[src/rtl/bcc_pkg.sv]
package bcc_pkg;

    localparam int unsigned STAT_W = 3;

    typedef enum logic [STAT_W-1:0] {
        ST_ACK     = 3'b000,
        ST_IORD    = 3'b001,
        ST_IOWR    = 3'b010,
        ST_HALT    = 3'b011,
        ST_CODE    = 3'b100,
        ST_MEMRD   = 3'b101,
        ST_MEMWR   = 3'b110,
        ST_PASSIVE = 3'b111
    } stat_e;

    typedef enum logic [1:0] {
        PH_IDLE  = 2'd0,
        PH_ADDR  = 2'd1,
        PH_EARLY = 2'd2,
        PH_LATE  = 2'd3
    } phase_e;

    typedef struct packed {
        logic mem_rd;
        logic mem_wr;
        logic mem_wr_adv;
        logic io_rd;
        logic io_wr;
        logic io_wr_adv;
        logic irq_ack;
    } cmd_t;

    localparam cmd_t CMD_NONE = '0;

    // Cycles in which data flows toward the processor.
    function automatic logic is_inbound(stat_e code);
        return (code == ST_ACK) || (code == ST_IORD) ||
               (code == ST_CODE) || (code == ST_MEMRD);
    endfunction

    // Codes that open a bus cycle with command activity.
    function automatic logic opens_cycle(stat_e code);
        return (code != ST_PASSIVE) && (code != ST_HALT);
    endfunction

endpackage

[src/rtl/bcc_cycle_tracker.sv]
module bcc_cycle_tracker
    import bcc_pkg::*;
#(
    parameter int unsigned WR_LAG = 1
) (
    input  logic                clk,
    input  logic                rst,
    input  logic [STAT_W-1:0]   status_i,
    output phase_e              phase_o,
    output stat_e               code_o
);

    localparam int unsigned CNT_W = (WR_LAG > 1) ? $clog2(WR_LAG) : 1;
    localparam logic [CNT_W-1:0] CNT_LAST = CNT_W'(WR_LAG - 1);

    stat_e            prev_q;
    stat_e            code_q;
    stat_e            cur;
    phase_e           phase_q;
    logic [CNT_W-1:0] cnt_q;
    logic             start;
    logic             gone_passive;

    assign cur          = stat_e'(status_i);
    assign start        = (prev_q == ST_PASSIVE) && opens_cycle(cur);
    assign gone_passive = (cur == ST_PASSIVE);

    always_ff @(posedge clk) begin
        if (rst) begin
            prev_q  <= ST_PASSIVE;
            code_q  <= ST_PASSIVE;
            phase_q <= PH_IDLE;
            cnt_q   <= '0;
        end else begin
            prev_q <= cur;
            unique case (phase_q)
                PH_IDLE: begin
                    if (start) begin
                        phase_q <= PH_ADDR;
                        code_q  <= cur;
                    end
                end
                PH_ADDR: begin
                    cnt_q <= '0;
                    if (gone_passive) phase_q <= PH_IDLE;
                    else              phase_q <= PH_EARLY;
                end
                PH_EARLY: begin
                    if (gone_passive) begin
                        phase_q <= PH_IDLE;
                    end else if (cnt_q == CNT_LAST) begin
                        phase_q <= PH_LATE;
                    end else begin
                        cnt_q <= cnt_q + 1'b1;
                    end
                end
                PH_LATE: begin
                    if (gone_passive) phase_q <= PH_IDLE;
                end
                default: phase_q <= PH_IDLE;
            endcase
        end
    end

    assign phase_o = phase_q;
    assign code_o  = code_q;

endmodule

[src/rtl/bcc_cmd_decoder.sv]
module bcc_cmd_decoder
    import bcc_pkg::*;
(
    input  phase_e  phase_i,
    input  stat_e   code_i,
    output cmd_t    cmd_o
);

    logic active;
    logic late;

    assign active = (phase_i == PH_EARLY) || (phase_i == PH_LATE);
    assign late   = (phase_i == PH_LATE);

    always_comb begin
        cmd_o = CMD_NONE;
        if (active) begin
            unique case (code_i)
                ST_CODE,
                ST_MEMRD: cmd_o.mem_rd  = 1'b1;
                ST_IORD:  cmd_o.io_rd   = 1'b1;
                ST_ACK:   cmd_o.irq_ack = 1'b1;
                ST_MEMWR: begin
                    cmd_o.mem_wr_adv = 1'b1;
                    cmd_o.mem_wr     = late;
                end
                ST_IOWR: begin
                    cmd_o.io_wr_adv = 1'b1;
                    cmd_o.io_wr     = late;
                end
                default: cmd_o = CMD_NONE;
            endcase
        end
    end

endmodule

[src/rtl/bcc_xcvr_ctrl.sv]
module bcc_xcvr_ctrl
    import bcc_pkg::*;
(
    input  phase_e  phase_i,
    input  stat_e   code_i,
    input  logic    local_irqc_i,
    output logic    addr_strobe_o,
    output logic    xcvr_en_o,
    output logic    xcvr_tx_o
);

    logic busy;
    logic active;
    logic local_ack;

    assign busy      = (phase_i != PH_IDLE);
    assign active    = (phase_i == PH_EARLY) || (phase_i == PH_LATE);
    assign local_ack = (code_i == ST_ACK) && local_irqc_i;

    assign addr_strobe_o = (phase_i == PH_ADDR);
    assign xcvr_en_o     = active && !local_ack;
    assign xcvr_tx_o     = !(busy && is_inbound(code_i));

endmodule

[src/rtl/bcc_top.sv]
module bcc_top
    import bcc_pkg::*;
#(
    parameter int unsigned WR_LAG = 1
) (
    input  logic        clk,
    input  logic        rst,
    input  logic [2:0]  status_i,
    input  logic        local_irqc_i,
    output logic        addr_strobe_o,
    output logic        xcvr_en_o,
    output logic        xcvr_tx_o,
    output logic        mem_rd_o,
    output logic        mem_wr_o,
    output logic        mem_wr_adv_o,
    output logic        io_rd_o,
    output logic        io_wr_o,
    output logic        io_wr_adv_o,
    output logic        irq_ack_o
);

    phase_e phase;
    stat_e  code;
    cmd_t   cmd;

    bcc_cycle_tracker #(
        .WR_LAG (WR_LAG)
    ) u_track (
        .clk      (clk),
        .rst      (rst),
        .status_i (status_i),
        .phase_o  (phase),
        .code_o   (code)
    );

    bcc_cmd_decoder u_dec (
        .phase_i (phase),
        .code_i  (code),
        .cmd_o   (cmd)
    );

    bcc_xcvr_ctrl u_xcvr (
        .phase_i       (phase),
        .code_i        (code),
        .local_irqc_i  (local_irqc_i),
        .addr_strobe_o (addr_strobe_o),
        .xcvr_en_o     (xcvr_en_o),
        .xcvr_tx_o     (xcvr_tx_o)
    );

    assign mem_rd_o     = cmd.mem_rd;
    assign mem_wr_o     = cmd.mem_wr;
    assign mem_wr_adv_o = cmd.mem_wr_adv;
    assign io_rd_o      = cmd.io_rd;
    assign io_wr_o      = cmd.io_wr;
    assign io_wr_adv_o  = cmd.io_wr_adv;
    assign irq_ack_o    = cmd.irq_ack;

endmodule

[config.mk]
export PLATFORM = sky130hd
export DESIGN_NAME = bcc_top
export DESIGN_NICKNAME = d
export VERILOG_FILES = /design/src/rtl/bcc_pkg.sv /design/src/rtl/bcc_cycle_tracker.sv /design/src/rtl/bcc_cmd_decoder.sv /design/src/rtl/bcc_xcvr_ctrl.sv /design/src/rtl/bcc_top.sv
export SDC_FILE = /design/constraint.sdc
export NUM_CORES = 1
export LEC_CHECK = 0
export BUFFER_PORTS_ARGS = -buffer_cell sky130_fd_sc_hd__buf_2
export CAP_MARGIN = 0
export CORE_AREA = 2 2 39 41
export CTS_BUF_LIST = sky130_fd_sc_hd__clkbuf_8
export DETAILED_ROUTE_END_ITERATION = 10
export DIE_AREA = 0 0 41 43
export PLACE_DENSITY_LB_ADDON = 0.15
export SYNTH_ARGS = -nofsm -noshare
export SYNTH_HDL_FRONTEND = slang
export SYNTH_SLANG_ARGS = --single-unit
[constraint.sdc]
create_clock -name clk -period 1.75 [get_ports clk]
set_clock_uncertainty 0.2 [all_clocks]
set_input_delay 0.35 -clock clk [delete_from_list [all_inputs] [get_ports clk]]
set_output_delay 0.35 -clock clk [all_outputs]
set_load 0.05 [all_outputs]
==> run summary <==
Final cycle utilization of the critical path = 0.997
Area post-placement = 497 sq um
Num rows = 14
Syn Area/Cell = 8.67 sq um
Top post-synthesis cells by count = 8 x dfxtp_1, 8 x nor2_1, 4 x inv_1, 3 x mux2i_1, 3 x nand2_1
Ys async rst share = 0
Grt met3 use = 0.0314
Cts hold-fix bufs = 0
Tightest Pin Transition = 338 ps
First-pass GRT wire length = 1150 microns
Post-Synthesis Cell Area = 390 sq um
CP Capture Type = output pin
Initial antenna violation count = 0
Simple logic cell fraction of the synthesized area = 0.410
Pwr dens = 867 nW/um^2
Xor and xnor area share after synthesis = 0
Required time worst endpoint = 1200 ps
Remaining global-route overflow = 0
Unique cell type count in the Yosys netlist = 20
Final hold violations = 0
Design area = 597 sq um
Area share of the largest cell type after synthesis = 0.410
Worst skew pair latency = 220 ps
Vias in the first global route = 274
Synthesis-to-finish area growth = 52.9%
Synth area leader = dfxtp_1
DR pass1 iterations = 2
Yosys warnings = 0
Setup violations, final = 0
Drt via density = 4.41
Post-Syn Instances = 45
Register bit total from synthesis = 8
Core ar. = 1380 sq um
Post-Synth Adder-Cell Area = 0
Slew HR = 0.773
Nets = 70
Largest family of logic cells by synthesized area = simple AND/OR/NAND/NOR gates
CTS tree = done
Routed len/inst = 9.69 microns
DIE AREA = 1760 sq um
Post-route DRC = 0
Leakage = 0.259 nW
Max clock buf depth = 2
Compound-Gate Fraction of Synth Area = 0.0449
H-tree Lvls = 1
FMAX = 0.573 GHz
Input/output buffers = 15
Int Pwr = 0.385 mW
Largest net degree at the start of global routing = 10
Setup ws final = 5.39 ps
Met2 Track Usage GR = 0.134
Peak supply drop = 0.000453 V
Met1 Resource Use GR = 0.120
Final Max Slew Viols = 0
Routed WL = 756 microns
Die width = 41 microns
Max Fanout on Critical Path = 5
Setup_tns = 0 ps
Placer Congestion = 0.670
Crit path kind = reg -> out
CTS Sinks = 8
Total Routing Usage GR = 0.102
CP arrival = 1190 ps
RSZ-0062 raised after global routing = true
CTS clk-pin slew, worst paths = 40 ps
Final min period = 1740 ps
Die H = 43 microns
Post-synthesis mux area share = 0.0769
Via count of the routed design = 344
Logic gate share of total power = 0.170
Outcome = finished, final reports clean
Main synth FF type = dfxtp_1
Sw Pwr = 0.133 mW
Clock network fraction of design power = 0.414
ANT nets after route = 0
Grt peak-use layer = met2
# diodes = 0
Switching Fraction = 0.257
DRT iter0 DRCs = 7
CTS root buf = clkbuf_8
Cts bufs inserted = 3
Starting density of the core = 0.282
Max-cap check violation count = 0
EDFF count, synth = 0
DP Worst Slack = 135 ps
Largest cells by area after synthesis = dfxtp_1 41%, mux2i_1 7.7%, nor2_1 7.7%, nor4_4 5.4%, and3b_2 5.1%
Ports = 16
CP startpoint kind = flop
Reg power frac = 0.416
Seq/Total Area, Yosys = 0.410
Worst hold path type = in -> reg
Post-DP HPWL = 566 microns
Net count after synthesis = 51
Share of layout cells above drive strength 1 = 0.532
-- per-stage QoR --
stage	hold WS, ps	util	total power, mW	std cells
2_1_floorplan	248	-	0.275	45
4_1_cts	142	0.416	0.524	78
3_3_place_gp	372	0.359	0.298	75
3_5_place_dp	363	0.359	0.297	75
5_1_grt	160	0.431	0.546	78
6_report	142	0.431	0.518	78
-- layer usage --
metal	up-vias	part of all wire
met5	-	0
met2	8	0.48
met1	147	0.46
li1	187	-
met4	0	0.011
met3	2	0.046
-- path summary, 6_finish.rpt --
kind | slack [ps] | start | cells after the start | end
setup / recovery | 5 | u_track.code_o[0] | 2 | xcvr_en_o
hold / removal | 140 | status_i[2] | 3 | u_track.prev_q[2]
setup reg to reg | 370 | u_track.phase_o[1] | 3 | u_track.code_o[0]
hold reg to reg | 360 | u_track.code_o[0] | 2 | u_track.code_o[0]
-- layout make-up --
class / instances / area (sq um)
Fill cell: 139 / 787
Multi-Input combinational cell: 31 / 230
Sequential cell: 8 / 174
Timing Repair Buffer: 16 / 116
Clock buffer: 3 / 41.3
Tap cell: 16 / 20.0
Inverter: 4 / 15.0
-- critical path: stages, from the launching register on --
cell     delay, ps
dfxtp_4        350
o41a_4         470
buf_8          160
-- cell usage in the layout (no fill, tap or decap) --
cell type / synthesis / final
buf_2: 0 / 9
nor2_1: 8 / 7
inv_1: 4 / 4
nand2_1: 3 / 3
mux2i_1: 3 / 3
clkbuf_8: 0 / 3
buf_6: 0 / 3
dfxtp_4: 0 / 3
dfxtp_1: 8 / 3
and3b_2: 2 / 2
and2_1: 2 / 2
nand3_1: 2 / 2
buf_4: 0 / 2
dfxtp_2: 0 / 2
and2b_2: 1 / 1
and3_1: 1 / 1
nor3_2: 0 / 1
nor2_2: 0 / 1
nor2b_1: 1 / 1
nor4b_2: 0 / 1
or2_2: 1 / 1
o41a_4: 0 / 1
nor4_4: 1 / 1
or3_1: 1 / 1
a21oi_1: 1 / 1
nor3b_1: 1 / 1
buf_8: 0 / 1
clkbuf_4: 0 / 1
-- registers in the layout, summed over array words and instances (netlist names) --
| name | cells |
|---|---|
| u_track.phase_o | 2 |
| u_track.code_o | 3 |
| u_track.prev_q | 3 |
-- power groups by stage --
| stage | clock (mW) | combinational (mW) | sequential (mW) |
|---|---|---|---|
| after CTS | 0.220 | 0.0871 | 0.217 |
| after floorplan | 0 | 0.0636 | 0.211 |
| after detailed placement | 0 | 0.0798 | 0.217 |
| after global routing | 0.232 | 0.0955 | 0.218 |
| after global placement | 0 | 0.0802 | 0.218 |
| final | 0.214 | 0.0878 | 0.216 |
-- repair_timing --
action | CTS | global route
pin swaps | 1 | 1
setup endpoints to repair | 7 | 7
resized for setup | 14 | 7
buffers inserted | 0 | 0
endpoints found under the hold margin | 0 | 0
-- logic make-up (layout without fill, tap and decap cells) --
group	Yosys count	count (layout)
compound gates	2	2
buf+inv	6	23
flops	8	8
mux	3	3
simple gates	26	26
Power figures use the tool's default switching activity.
